File: src/rtl/gpio_irq_pkg.sv
// Package: shared register map and trigger decode for the GPIO interrupt block.
// Assumes byte addressing with 32-bit word spacing of 4.
package gpio_irq_pkg;

    localparam int unsigned STATUS_BASE = 'h80;
    localparam int unsigned ENABLE_BASE = 'h90;
    localparam int unsigned WORD_STRIDE = 4;

    // Trigger kinds named after the two configuration bits {level, flip}.
    typedef enum logic [1:0] {
        TRIG_RISE = 2'b00,
        TRIG_FALL = 2'b01,
        TRIG_LOW  = 2'b10,
        TRIG_HIGH = 2'b11
    } trig_kind_e;

    // Decide whether one pin reports an event this cycle.
    function automatic logic trig_hit(input logic is_level, input logic flip,
                                      input logic cur, input logic prev);
        trig_kind_e kind;
        kind = trig_kind_e'({is_level, flip});
        case (kind)
            TRIG_RISE: return cur & ~prev;
            TRIG_FALL: return ~cur & prev;
            TRIG_LOW:  return ~cur;
            default:   return cur;
        endcase
    endfunction

endpackage

File: src/rtl/gpio_irq_detect.sv
// Per-pin event detector.
// Compares each pin's current sample with the sample from the previous cycle,
// applies the pin's trigger kind, and gates the result with the pin's
// qualifiers (general-purpose mode, sensing on, host owned).
// Assumes pin levels are already synchronised to clk.
module gpio_irq_detect
    import gpio_irq_pkg::*;
#(
    parameter int NUM_PINS = 95
) (
    input  logic                clk,
    input  logic                rst_n,
    input  logic [NUM_PINS-1:0] pin_in,
    input  logic [NUM_PINS-1:0] trig_is_level,
    input  logic [NUM_PINS-1:0] trig_flip,
    input  logic [NUM_PINS-1:0] pad_is_gpio,
    input  logic [NUM_PINS-1:0] sense_on,
    input  logic [NUM_PINS-1:0] host_owned,
    output logic [NUM_PINS-1:0] event_vec
);

    logic [NUM_PINS-1:0] prev_q;
    logic [NUM_PINS-1:0] qualified;

    // Edge reference: follows the pin every cycle, reset included, so that
    // leaving reset never produces a false edge.
    always_ff @(posedge clk) begin
        if (!rst_n) begin
            prev_q <= pin_in;
        end else begin
            prev_q <= pin_in;
        end
    end

    // A pin is watched only when all three qualifiers are high.
    assign qualified = pad_is_gpio & sense_on & host_owned;

    // One decoder per pin.
    for (genvar p = 0; p < NUM_PINS; p++) begin : g_pin
        assign event_vec[p] = qualified[p] &
                              trig_hit(trig_is_level[p], trig_flip[p], pin_in[p], prev_q[p]);
    end

endmodule

File: src/rtl/gpio_irq_store.sv
// Status and enable storage with a word-based register port.
// Status bits are sticky; writing a 1 clears a bit, but a new event on the
// same edge keeps it set. A write to an enable word replaces it.
// Bits with no pin behind them read as zero.
// Assumes a one-cycle write strobe and combinational reads.
module gpio_irq_store
    import gpio_irq_pkg::*;
#(
    parameter int NUM_PINS = 95,
    parameter int WORD_W   = 32,
    parameter int ADDR_W   = 8
) (
    input  logic                clk,
    input  logic                rst_n,
    input  logic [NUM_PINS-1:0] event_vec,
    input  logic                csr_wr,
    input  logic [ADDR_W-1:0]   csr_addr,
    input  logic [WORD_W-1:0]   csr_wdata,
    output logic [WORD_W-1:0]   csr_rdata,
    output logic [NUM_PINS-1:0] status_vec,
    output logic [NUM_PINS-1:0] enable_vec
);

    localparam int NUM_WORDS = (NUM_PINS + WORD_W - 1) / WORD_W;
    localparam int PAD_W     = NUM_WORDS * WORD_W;

    logic [NUM_WORDS-1:0] hit_stat;
    logic [NUM_WORDS-1:0] hit_en;
    logic [NUM_PINS-1:0]  clr_bits;
    logic [NUM_PINS-1:0]  en_wr_bits;
    logic [NUM_PINS-1:0]  en_wr_data;
    logic [NUM_PINS-1:0]  status_q;
    logic [NUM_PINS-1:0]  enable_q;
    logic [PAD_W-1:0]     stat_pad;
    logic [PAD_W-1:0]     en_pad;

    // Address decode: one status and one enable selector per word.
    for (genvar w = 0; w < NUM_WORDS; w++) begin : g_word
        assign hit_stat[w] = (csr_addr == ADDR_W'(STATUS_BASE + WORD_STRIDE * w));
        assign hit_en[w]   = (csr_addr == ADDR_W'(ENABLE_BASE + WORD_STRIDE * w));
    end

    // Spread the word write onto the pins it covers.
    for (genvar p = 0; p < NUM_PINS; p++) begin : g_bit
        assign clr_bits[p]   = csr_wr & hit_stat[p / WORD_W] & csr_wdata[p % WORD_W];
        assign en_wr_bits[p] = csr_wr & hit_en[p / WORD_W];
        assign en_wr_data[p] = csr_wdata[p % WORD_W];
    end

    // Sticky status: clear first, then set by events, so events win.
    always_ff @(posedge clk) begin
        if (!rst_n) begin
            status_q <= '0;
        end else begin
            status_q <= (status_q & ~clr_bits) | event_vec;
        end
    end

    // Enable words: a write replaces the addressed word.
    always_ff @(posedge clk) begin
        if (!rst_n) begin
            enable_q <= '0;
        end else begin
            enable_q <= (enable_q & ~en_wr_bits) | (en_wr_data & en_wr_bits);
        end
    end

    // Pad to whole words so that unpopulated bits read zero.
    always_comb begin
        stat_pad                 = '0;
        stat_pad[NUM_PINS-1:0]   = status_q;
        en_pad                   = '0;
        en_pad[NUM_PINS-1:0]     = enable_q;
    end

    // Read mux: the selected word, or zero for any other address.
    always_comb begin
        csr_rdata = '0;
        for (int w = 0; w < NUM_WORDS; w++) begin
            if (hit_stat[w]) csr_rdata = stat_pad[w*WORD_W +: WORD_W];
            if (hit_en[w])   csr_rdata = en_pad[w*WORD_W +: WORD_W];
        end
    end

    assign status_vec = status_q;
    assign enable_vec = enable_q;

endmodule

File: src/rtl/gpio_irq_merge.sv
// Combines all pending pins into one registered interrupt line.
// A pin is pending when its status, enable and ownership bits are all set.
// Assumes the parent controller can accept a single cycle of latency.
module gpio_irq_merge #(
    parameter int NUM_PINS = 95
) (
    input  logic                clk,
    input  logic                rst_n,
    input  logic [NUM_PINS-1:0] status_vec,
    input  logic [NUM_PINS-1:0] enable_vec,
    input  logic [NUM_PINS-1:0] host_owned,
    output logic                irq_out
);

    logic irq_q;

    // Register the OR of the pending pins.
    always_ff @(posedge clk) begin
        if (!rst_n) begin
            irq_q <= 1'b0;
        end else begin
            irq_q <= |(status_vec & enable_vec & host_owned);
        end
    end

    assign irq_out = irq_q;

endmodule

File: src/rtl/gpio_irq_ctrl.sv
// Top level: GPIO interrupt detection, status and enable words, and the
// combined interrupt line.
// Assumes inputs are synchronous to clk and the register port is driven
// by a single master.
module gpio_irq_ctrl #(
    parameter int NUM_PINS = 95,
    parameter int WORD_W   = 32,
    parameter int ADDR_W   = 8
) (
    input  logic                clk,
    input  logic                rst_n,
    input  logic [NUM_PINS-1:0] pin_in,
    input  logic [NUM_PINS-1:0] trig_is_level,
    input  logic [NUM_PINS-1:0] trig_flip,
    input  logic [NUM_PINS-1:0] pad_is_gpio,
    input  logic [NUM_PINS-1:0] sense_on,
    input  logic [NUM_PINS-1:0] host_owned,
    input  logic                csr_wr,
    input  logic [ADDR_W-1:0]   csr_addr,
    input  logic [WORD_W-1:0]   csr_wdata,
    output logic [WORD_W-1:0]   csr_rdata,
    output logic                irq_out
);

    logic [NUM_PINS-1:0] event_vec;
    logic [NUM_PINS-1:0] status_vec;
    logic [NUM_PINS-1:0] enable_vec;

    // Per-pin detection.
    gpio_irq_detect #(.NUM_PINS(NUM_PINS)) u_detect (
        .clk           (clk),
        .rst_n         (rst_n),
        .pin_in        (pin_in),
        .trig_is_level (trig_is_level),
        .trig_flip     (trig_flip),
        .pad_is_gpio   (pad_is_gpio),
        .sense_on      (sense_on),
        .host_owned    (host_owned),
        .event_vec     (event_vec)
    );

    // Status and enable words.
    gpio_irq_store #(.NUM_PINS(NUM_PINS), .WORD_W(WORD_W), .ADDR_W(ADDR_W)) u_store (
        .clk        (clk),
        .rst_n      (rst_n),
        .event_vec  (event_vec),
        .csr_wr     (csr_wr),
        .csr_addr   (csr_addr),
        .csr_wdata  (csr_wdata),
        .csr_rdata  (csr_rdata),
        .status_vec (status_vec),
        .enable_vec (enable_vec)
    );

    // Combined interrupt line.
    gpio_irq_merge #(.NUM_PINS(NUM_PINS)) u_merge (
        .clk        (clk),
        .rst_n      (rst_n),
        .status_vec (status_vec),
        .enable_vec (enable_vec),
        .host_owned (host_owned),
        .irq_out    (irq_out)
    );

endmodule

File: config.mk
export PLATFORM = sky130hd
export DESIGN_NAME = gpio_irq_ctrl
export DESIGN_NICKNAME = d
export VERILOG_FILES = /design/src/rtl/gpio_irq_pkg.sv /design/src/rtl/gpio_irq_detect.sv /design/src/rtl/gpio_irq_store.sv /design/src/rtl/gpio_irq_merge.sv /design/src/rtl/gpio_irq_ctrl.sv
export SDC_FILE = /design/constraint.sdc
export NUM_CORES = 1
export LEC_CHECK = 0
export BUFFER_PORTS_ARGS = -buffer_cell sky130_fd_sc_hd__buf_2
export CORE_AREA = 2 2 249 251
export CTS_BUF_LIST = sky130_fd_sc_hd__clkbuf_2
export CTS_CLUSTER_DIAMETER = 100
export DETAILED_ROUTE_END_ITERATION = 7
export DIE_AREA = 0 0 251 253
export PLACE_DENSITY = 0.45
export SETUP_SLACK_MARGIN = 0.15
export SYNTH_ARGS = -nofsm -noshare
export SYNTH_HDL_FRONTEND = slang
export SYNTH_SLANG_ARGS = --single-unit
File: constraint.sdc
create_clock -name clk -period 5.19 [get_ports clk]
set_input_delay 0.519 -clock clk [delete_from_list [all_inputs] [get_ports clk]]
set_output_delay 0.519 -clock clk [all_outputs]
set_load 0.01 [all_outputs]
==> results of run 1 <==
## worst max-delay path, cell delays in order
cell,delay (ns)
buf_2,0.12
or4b_4,0.57
or4b_4,0.92
o21ai_0,0.50
buf_2,0.23
## report_power, final
part           switching (mW)  internal, mW
clock network            1.06         0.683
registers              0.0397          2.26
logic                   0.414         0.519
total                    1.52          3.47
## cell usage in the layout (no fill, tap or decap), types with 21 or more instances in the layout
cell           instances
and3b_1               90
a211oi_1              69
nand3_1              152
o22ai_1               24
xor2_1                90
nand2_1              158
o21ai_0               43
a21bo_2               26
a21boi_0              48
dlygate4sd3_1        420
nor2_1                29
nor3_1                95
o21a_1                69
buf_2                642
a221o_1               24
a21boi_1              21
nand4_1               40
clkbuf_2             124
dfxtp_1              286
mux2i_1               55
and3_1                25
nor3b_1               90
a31oi_1               25
a21oi_1              152
## final timing paths
kind,start,end,slack [ns]
max,csr_addr[1],csr_rdata[7],1.76
min,pin_in[25],u_detect.prev_q[25],0.13
max reg2reg,u_store.status_vec[13],u_merge.irq_out,2.33
min reg2reg,flip-flop,flip-flop,0.47
## logic make-up (layout without fill, tap and decap cells)
logic type	Yosys count	count (layout)	synth area share, %
compound gates	502	502	22.2
xor+xnor	90	90	5.24
buf+inv	90	1226	2.83
flops	286	286	38.1
mux	63	63	4.86
other cells	0	8	0
simple gates	703	703	26.7
## metal layers
layer	routed length, um	GRT usage [%]
met1	31600	27.5
met2	38400	41.9
met3	3940	4.22
met4	2160	7.91
met5	0	0
## final cells by class
cell class	instances	share of cell area, %
inverters	7	0.120
clock buffers	124	2.59
flip-flops and latches	286	23.9
diodes	8	0.0835
clock inverters	19	0.433
well taps	790	4.12
repair buffers	1076	31.5
multi-input cells	1358	37.2
## repair_timing
action	CTS	global route
setup buffers	0	0
hold buffers	418	2
endpoints found under the hold margin	286	13
## cells in the mapped netlist (2+ instances only)
master | n | area, um^2
a211oi_1 | 69 | 518
a21bo_2 | 26 | 260
a21boi_0 | 48 | 360
a21boi_1 | 21 | 158
a21oi_1 | 152 | 761
a221o_1 | 24 | 240
a31oi_1 | 25 | 156
and3_1 | 26 | 163
and3b_1 | 90 | 788
buf_1 | 6 | 22.5
buf_2 | 16 | 80.1
buf_4 | 2 | 15.0
buf_6 | 8 | 90.1
clkbuf_1 | 51 | 191
dfxtp_1 | 286 | 5730
inv_1 | 6 | 22.5
mux2i_1 | 55 | 551
mux4_2 | 8 | 180
nand2_1 | 159 | 597
nand3_1 | 152 | 761
nand3b_1 | 5 | 37.5
nand4_1 | 40 | 250
nor2_1 | 29 | 109
nor2_8 | 2 | 40.0
nor3_1 | 95 | 475
nor3_2 | 4 | 40.0
nor3b_1 | 90 | 676
nor4_1 | 4 | 25.0
o21a_1 | 69 | 518
o21ai_0 | 43 | 215
o22ai_1 | 24 | 150
xor2_1 | 90 | 788
## stage by stage
stage | utilization [%] | total power, mW | cell area, um^2 | hold slack [ns]
5_1_grt | 39.3 | 5.28 | 24000 | -0.0146
2_1_floorplan | - | 2.62 | 15000 | 0.442
3_5_place_dp | 31.2 | 3.06 | 19000 | 0.460
6_report | 39.3 | 4.98 | 24000 | 0.126
4_1_cts | 39.2 | 5.06 | 23900 | 0.00000688
3_3_place_gp | 31.2 | 3.04 | 19000 | 0.454
==> reports/metrics.csv, run 1 <==
metric,value,unit
crit_arrival,2.91,ns
cts.path.max_buffers,3,
final_cells,3668,
crit_required,4.67,ns
dp_slack,1.80,ns
numCtsBuffers,87,
cp_max_fo,64,
vdd.ir_drop.worst,0.149,mV
end_kind,primary output,
ant_nets,0,
relSlewSlack,22.9,%
clock-sinks,286,
status,"complete, no violations",
timing.final.crit_share,66.1,%
syn_area_per_cell,8.67,um^2
worstMarginPinSlew,1.15,ns
hold_path.class,input pin to flip-flop,
cts-resized-gates,0,
viasPerCell,4.99,
globalplace.congestion,0.833,
yosysSeqAreaShare,38.1,%
grt_pass1_vias,18700,
fin_crit,3.43,ns
drive_above_1_share,29.1,%
routed_wl,76100,um
drt_iter0_markers,1061,
syn_to_final_growth,59.3,%
grt_max_degree,71,
setup_viol,0,
synth-edff-count,0,
htreeDepth,3,
grt_setup_unrepaired,false,
clk_pin_slew_worst_paths,0.09,ns
ios,646,
cts_tree,built,
layout.area.seq,5730,um^2
num_vias,18300,
dieArea,63500,um^2
drcViolationCount,0,
start_kind,input pin,
multi_input_area,8920,um^2
synth.ff_latch_count,286,
layout_setup_ws,1.76,ns
yosysWarnings,0,
path_class,input pin to primary output,
dp.cells,3097,
grt_pass1_wl,110000,um
die_h,253,um
drt_pre_antenna_iters,6,
grt_overflow,0,
core_area,61000,um^2
port-buffer-count,645,
place_hpwl,56100,um
rows,91,
track_usage,23.2,%
die_x,251,um
finalNetCount,3429,
clock_latency,1.11,ns
wl_per_cell,20.8,um
fmax,291,MHz
synth_nets,2347,
start_util,24.6,%
final_hold_viol_count,0,
synth-main-ff-cell,dfxtp_1,
worstRegToRegCells,6,
min_path_cells,2,
power.leakage,10.5,nW
tns,0,ns
maxCapViolCount,0,
p_per_area,208,nW/um^2
cts-root-buf,clkbuf_2,
antenna_found_initial,7,
fin_worst_skew,0.0650,ns
synthArstFlopShare,0,%
slew_violations,0,
postSynthCellCount,1734,
synth.cell_area,15000,um^2
synth_cell_types,41,
fillCellCount,6345,
(Power assumes the default switching activity.)
==> run 2, diff against run 1 <==
--- a/config.mk
+++ b/config.mk
@@ -11,7 +11,7 @@
 export CTS_CLUSTER_DIAMETER = 100
 export DETAILED_ROUTE_END_ITERATION = 7
 export DIE_AREA = 0 0 251 253
-export PLACE_DENSITY = 0.45
+export PLACE_DENSITY = 0.47
 export SETUP_SLACK_MARGIN = 0.15
 export SYNTH_ARGS = -nofsm -noshare
 export SYNTH_HDL_FRONTEND = slang
==> constraint.sdc (replaced) <==
create_clock -name clk -period 2.8 [get_ports clk]
set_input_delay 0.28 -clock clk [delete_from_list [all_inputs] [get_ports clk]]
set_output_delay 0.28 -clock clk [all_outputs]
set_load 0.01 [all_outputs]
==> run 2 against run 1 <==
  * Clock power increased by 94%
  * Non-clock buffer count increased by 193
  * Sequential power increased by 86%
  * First-iteration DRC count increased by 11%
  * Hold slack got worse by 0.010 ns
  * Combinational power increased by 110%
  * Global-route usage increased by 0.85 points
  * Sequential cell count unchanged
  * Clock skew decreased by 0.0045 ns
  * Critical path type unchanged
  * Critical endpoint is now csr_rdata[20]
==> reports/metrics.csv, run 2 (same netlist as run 1, synthesis figures left out) <==
metric,value,unit,change
fin_area,26100,um^2,+8.8%
fillCellCount,6092,,-4.0%
setup_viol,0,,unchanged
path_class,input pin to primary output,,
crit_required,2.52,ns,-2.15 ns
fin_crit,2.60,ns,
min_path_cells,4,,+2
grt_max_degree,61,,-14%
place_hpwl,57100,um,+1.8%
drcViolationCount,0,,unchanged
maxCapViolCount,0,,unchanged
power.leakage,11.5,nW,+9.1%
htreeDepth,3,,unchanged
fin_hold_ws,0.115,ns,-0.0104 ns
reg2reg_to,u_merge.irq_out,,
layout_commonest_cell,buf_2,,
wl_per_cell,20.5,um,-1.0%
rows,91,,unchanged
ios,646,,unchanged
fmax,385,MHz,
worstHoldStart,pad_is_gpio[86],,
routed_wl,79400,um,+4.3%
status,"complete, no violations",,
end_kind,primary output,,
crit_arrival,2.32,ns,-0.59 ns
relSlewSlack,48.7,%,+26 points
hold_path_end,u_store.status_vec[86],,
final_hold_viol_count,0,,unchanged
dp_slack,0.125,ns,-1.67 ns
port-buffer-count,645,,unchanged
layout.area.seq,5740,um^2,+0.20%
postLayoutCoreUtil,42.7,%,+3.5 points
multi_input_area,8960,um^2,+0.45%
tns,0,ns,unchanged
grt_setup_unrepaired,true,,
cts-root-buf,clkbuf_2,,
finalNetCount,3623,,+5.7%
vdd.ir_drop.worst,0.216,mV,+45%
cp_top_family,buffers and inverters,,
numCtsBuffers,88,,+1.1%
syn_to_final_growth,73.4,%,
critical_path.slowest_cell,dlygate4sd3_1,,
dp.cells,3125,,+0.90%
globalplace.congestion,0.883,,+5.9%
grt_pass1_wl,115000,um,+4.4%
hold_path.class,input pin to flip-flop,,
die_h,253,um,unchanged
worstMarginPinSlew,0.769,ns,-0.384 ns
ant_nets,0,,unchanged
viasPerCell,5.02,,+0.42%
max_stage_delay,0.61,ns,-0.31 ns
final_cells,3865,,+5.4%
timing.final.crit_share,92.7,%,
cts_tree,built,,
layout_setup_ws,0.203,ns,-1.56 ns
slew_violations,0,,unchanged
grt_pass1_vias,19900,,+6.5%
die_x,251,um,unchanged
power,9.60,mW,+93%
r2r_slack,0.23,ns,-2.10 ns
r2r-start,u_store.status_vec[0],,
start_util,24.6,%,unchanged
fin_worst_skew,0.0604,ns,-0.00454 ns
start_kind,input pin,,
cts.path.max_buffers,3,,unchanged
final_cell_mix,"buf_2, dlygate4sd3_1, dfxtp_1, nand2_1",,
drt_pre_antenna_iters,7,,+1
clock-sinks,286,,unchanged
cp_max_fo,14,,-78%
dieArea,63500,um^2,unchanged
drt_iter0_markers,1182,,+11%
crit_chain,"dlygate4sd3_1, buf_12, buf_16, buf_4, mux2i_1, o22ai_1, a221o_1, buf_2",,
grt_overflow,0,,unchanged
p_per_area,368,nW/um^2,+77%
antenna_found_initial,3,,-4
num_vias,19400,,+5.8%
track_usage,24.0,%,+0.85 points
postPlaceCellArea,19300,um^2,+1.8%
drive_above_1_share,28.9,%,-0.24 points
core_area,61000,um^2,unchanged
worstRegToRegCells,7,,+1
clock_latency,1.08,ns,-0.03 ns
path_buf_inv,5,,+3
clk_pin_slew_worst_paths,0.09,ns,about the same
## run 2: cell count changes in the layout (fill, tap and decap cells not counted), moves of 4 or more
cell | before | now
buf_12 | 2 | 13
buf_4 | 11 | 35
clkinv_1 | 11 | 20
dfxtp_1 | 286 | 277
dfxtp_2 | 0 | 9
diode_2 | 8 | 4
dlygate4sd3_1 | 420 | 576
mux2i_1 | 55 | 51
o21ai_0 | 43 | 39
## run 2: cell type report
type                       count  area share, %
antenna                        4         0.0384
multi-input combinational   1358           34.4
inverter                       7          0.110
clock inverter                28          0.629
timing repair buffer        1269           36.7
sequential                   286           22.0
tap                          790           3.79
clock buffer                 123           2.36
## run 2: worst max-delay path by stage
stage / startpoint / endpoint / slack, ns / depth (start not counted)
2_1_floorplan: csr_addr[1] / csr_rdata[10] / 0.58 / 5
3_3_place_gp: csr_addr[1] / csr_rdata[28] / 0.13 / 6
3_5_place_dp: csr_addr[1] / csr_rdata[28] / 0.12 / 6
4_1_cts: flip-flop / csr_rdata[10] / 0.09 / 4
5_1_grt: flip-flop / csr_rdata[10] / 0.1 / 4
6_report: csr_addr[4] / csr_rdata[20] / 0.20 / 8
## run 2: per-layer routing
metal	up-vias	part of all wire [%]	GRT usage, %
li1	9129	-	-
met1	9312	41	28.4
met2	789	50	43.5
met3	151	6.1	4.42
met4	2	2.9	8.27
met5	-	0.011	0
## run 2: power breakdown
| group | switching, mW | leakage [nW] | internal, mW |
|---|---|---|---|
| sequential | 0.0759 | 2.35 | 4.19 |
| combinational | 0.819 | 8.53 | 1.11 |
| clock | 2.03 | 0.591 | 1.36 |
## run 2: timing repair
action	4_1_cts	5_1_grt
endpoints found under the setup margin	6	25
hold buffers	578	0
pin swaps	2	2
buffers inserted	1	5
resized for setup	9	16
gates cloned	0	1
endpoints found under the hold margin	286	0
## run 2: worst register-to-register path: cells and delay by family, from the launching register on
kind	cells	cell delay, ns
AO/OA/AOI/OAI	2	0.37
flip-flops	1	0.35
AND/OR/NAND/NOR	3	0.48
buffers and inverters	2	1.20
==> run 3, diff against run 2 <==
--- a/config.mk
+++ b/config.mk
@@ -9,9 +9,11 @@
 export CORE_AREA = 2 2 249 251
 export CTS_BUF_LIST = sky130_fd_sc_hd__clkbuf_2
 export CTS_CLUSTER_DIAMETER = 100
+export CTS_CLUSTER_SIZE = 28
 export DETAILED_ROUTE_END_ITERATION = 7
 export DIE_AREA = 0 0 251 253
 export PLACE_DENSITY = 0.47
+export RECOVER_POWER = 50
 export SETUP_SLACK_MARGIN = 0.15
 export SYNTH_ARGS = -nofsm -noshare
 export SYNTH_HDL_FRONTEND = slang
==> run 3 against run 2 <==
  * Area after synthesis unchanged
  * The flow now stops in clock tree synthesis (4_1_cts)
  * Synthesized cell count unchanged
==> reports/metrics.csv, run 3 <==
metric,value,unit,change
htreeDepth,1,,-2
status,stopped before the end,,
synth-edff-count,0,,unchanged
synth.cell_area,15000,um^2,unchanged
synth_nets,2347,,unchanged
synth-main-ff-cell,dfxtp_1,,
ios,646,,unchanged
cts-root-buf,clkbuf_2,,
synth_cell_types,41,,unchanged
yosysWarnings,0,,unchanged
synth_top_family_by_area,simple AND/OR/NAND/NOR gates,,
synth_top_cell_by_area,dfxtp_1,,
globalplace.congestion,0.883,,unchanged
synth.area.mux_share,4.86,%,unchanged
numCtsBuffers,20,,-77%
clock-sinks,286,,unchanged
cts.path.max_buffers,3,,unchanged
synth.ff_latch_count,286,,unchanged
synth.most_common_cell,dfxtp_1,,
port-buffer-count,645,,unchanged
postSynthCellCount,1734,,unchanged
synth_top_area_share,38.1,%,unchanged
rows,91,,unchanged
post-cts-setup-buffers,25,,+24
failed_stage,clock tree synthesis (4_1_cts),,
place_hpwl,57100,um,unchanged
synth_compound_area_share,22.2,%,unchanged
synth_fa_ha_area_share,0,%,unchanged
synth_area_leaders,"dfxtp_1, and3b_1, xor2_1",,
yosys-top-cells-count,"dfxtp_1, nand2_1, a21oi_1, nand3_1, nor3_1",,
synthArstFlopShare,0,%,unchanged
start_util,24.6,%,unchanged
cts-resized-gates,69,,+60
die_x,251,um,unchanged
stop_error,[ERROR RSZ-0060] Max buffer count reached.,,
hold_buffers,640,,+11%
die_h,253,um,unchanged
synth-simple-area-share,26.7,%,unchanged
yosysSeqAreaShare,38.1,%,unchanged
syn_area_per_cell,8.67,um^2,unchanged
dp.cells,3125,,unchanged
synth_xor_area_share,5.24,%,unchanged
==> run 3: through the flow <==
step / area, um^2 / setup slack [ns] / util (%)
floorplan: 15000 / 0.579 / -
global placement: 19300 / 0.134 / 31.7
detailed placement: 19300 / 0.125 / 31.7
==> run 3: logic make-up after synthesis <==
kind of cell | count (synthesis)
DFF | 286
xor gates and xnor gates | 90
and+or+nand+nor | 703
AOI/OAI and AO/OA | 502
buffers and inverters | 90
muxes | 63
==> run 4, diff against run 3 <==
--- a/config.mk
+++ b/config.mk
@@ -7,14 +7,10 @@
 export LEC_CHECK = 0
 export BUFFER_PORTS_ARGS = -buffer_cell sky130_fd_sc_hd__buf_2
 export CORE_AREA = 2 2 249 251
-export CTS_BUF_LIST = sky130_fd_sc_hd__clkbuf_2
-export CTS_CLUSTER_DIAMETER = 100
-export CTS_CLUSTER_SIZE = 28
 export DETAILED_ROUTE_END_ITERATION = 7
 export DIE_AREA = 0 0 251 253
-export PLACE_DENSITY = 0.47
+export PLACE_DENSITY_LB_ADDON = 0.15
 export RECOVER_POWER = 50
-export SETUP_SLACK_MARGIN = 0.15
 export SYNTH_ARGS = -nofsm -noshare
 export SYNTH_HDL_FRONTEND = slang
 export SYNTH_SLANG_ARGS = --single-unit
==> constraint.sdc (replaced) <==
create_clock -name clk -period 3.6 [get_ports clk]
set_input_delay 0.36 -clock clk [delete_from_list [all_inputs] [get_ports clk]]
set_output_delay 0.36 -clock clk [all_outputs]
set_load 0.01 [all_outputs]
==> run 4 against run 3 <==
  * The run now ends clean
==> reports/metrics.csv, run 4 (same netlist as run 1, synthesis figures left out) <==
metric,value,unit,change
critical_path.slowest_cell,clkbuf_2,,
final_hold_viol_count,0,,
crit_arrival,2.87,ns,
power_switching,2.15,mW,
p_per_area,390,nW/um^2,
cp_top_family,buffers and inverters,,
globalplace.congestion,0.832,,-5.7%
fin_hold_ws,0.0544,ns,
drcViolationCount,0,,
ios,646,,unchanged
die_x,251,um,unchanged
cts-root-buf,clkbuf_16,,
setup_viol,0,,
layout.area.seq,5730,um^2,
ant_nets,0,,
cp_max_fo,33,,
reg2reg_to,u_merge.irq_out,,
routed_wl,72500,um,
finalNetCount,3062,,
clk_pin_slew_worst_paths,0.06,ns,
antenna_found_initial,6,,
cts.path.max_buffers,3,,unchanged
seqPwrFrac,40.4,%,
post-cts-setup-buffers,0,,-100%
fmax,310,MHz,
place_hpwl,55900,um,-2.1%
timing.final.crit_share,89.6,%,
drive_above_1_share,26.8,%,
cts_tree,built,,
switching_share,26.2,%,
start_kind,input pin,,
clockPowerShare,46.5,%,
hold_path_end,u_store.status_vec[65],,
htreeDepth,2,,+1
layout_setup_ws,0.373,ns,
crit_required,3.24,ns,
status,"complete, no violations",,
vdd.ir_drop.worst,0.233,mV,
maxCapViolCount,0,,
clock-sinks,286,,unchanged
end_kind,primary output,,
worstMarginPinSlew,1.32,ns,
r2r-start,u_store.status_vec[13],,
power_frac_comb,13.1,%,
p_int,6.08,mW,
clock_latency,0.56,ns,
grt_pass1_wl,103000,um,
cts-resized-gates,0,,-100%
fillCellCount,6471,,
power,8.23,mW,
worstHoldStart,sense_on[65],,
wl_per_cell,22.2,um,
syn_to_final_growth,40.2,%,
layout_commonest_cell,buf_2,,
fin_crit,3.23,ns,
final_cell_mix,"buf_2, dfxtp_1, nand2_1, nand3_1, a21oi_1",,
hold_path.class,input pin to flip-flop,,
path_buf_inv,3,,
multi_input_area,8900,um^2,
r2r_slack,1.45,ns,
max_stage_delay,0.99,ns,
start_util,24.6,%,unchanged
power.leakage,8.76,nW,
worstRegToRegCells,5,,
grt_setup_unrepaired,false,,
num_vias,16600,,
numCtsBuffers,38,,+90%
rows,91,,unchanged
drt_iter0_markers,818,,
core_area,61000,um^2,
drt_pre_antenna_iters,5,,
fin_worst_skew,0.0201,ns,
port-buffer-count,645,,unchanged
die_h,253,um,unchanged
dieArea,63500,um^2,
dp_slack,0.599,ns,+0.474 ns
tns,0,ns,
track_usage,21.9,%,
grt_overflow,0,,
final_cells,3269,,
dp.cells,3104,,-0.67%
slew_violations,0,,
min_path_cells,3,,
grt_pass1_vias,16400,,
grt_max_degree,123,,
relSlewSlack,11.9,%,
path_class,input pin to primary output,,
viasPerCell,5.06,,
crit_chain,"clkbuf_1, or4b_1, nor3_4, clkbuf_2, a221o_1, buf_2",,
-- run 4: worst register-to-register path: stages (launching register included) --
cell	delay [ns]
dfxtp_1	0.31
and3_1	0.25
a31oi_1	0.51
nand4_1	0.30
nor4_1	0.44
a41oi_1	0.17
-- run 4: how the worst max path moves through the flow --
stage | end | from | slack (ns) | cells after the start
after floorplan | csr_rdata[10] | csr_addr[1] | 1.22 | 5
after global placement | u_store.status_vec[76] | csr_addr[1] | 0.63 | 6
after detailed placement | u_store.status_vec[72] | csr_addr[1] | 0.60 | 6
after CTS | csr_rdata[21] | csr_addr[1] | 0.66 | 7
after global routing | flip-flop | csr_addr[1] | 0.34 | 8
final | csr_rdata[11] | csr_addr[1] | 0.37 | 6
-- run 4: final cells by class --
type | count | area share (%)
Inverter | 7 | 0.148
Antenna cell | 2 | 0.0237
Timing Repair Buffer | 758 | 19.9
Tap cell | 790 | 4.69
Multi-Input combinational cell | 1358 | 42.2
Clock inverter | 10 | 0.386
Clock buffer | 58 | 5.45
Sequential cell | 286 | 27.2
-- run 4: per-layer routing --
metal / routed length [um] / share of wire [%] / vias to the layer above / GRT usage, %
li1: - / - / 7951 / -
met1: 30000 / 41 / 7896 / 26.4
met2: 36000 / 50 / 589 / 39.1
met3: 4450 / 6.1 / 107 / 4.18
met4: 2020 / 2.8 / 8 / 6.90
met5: 54 / 0.075 / - / 0
-- run 4: timing repair --
item,CTS,global route
hold buffers,95,0
endpoints found under the hold margin,95,0
endpoints found under the setup margin,0,0
-- run 4: per-stage QoR --
step	cell area (um^2)	utilization (%)
6_report	21100	34.6
3_5_place_dp	19100	31.2
3_3_place_gp	19100	31.2
5_1_grt	21100	34.6
2_1_floorplan	15000	-
4_1_cts	21200	34.8
-- run 4: power groups by stage --
stage	clock (mW)	sequential, mW	combinational (mW)
3_3_place_gp	0	3.38	0.996
4_1_cts	3.94	3.32	1.11
6_report	3.83	3.32	1.08
2_1_floorplan	0	3.37	0.410
5_1_grt	4.05	3.33	1.19
3_5_place_dp	0	3.39	1.02
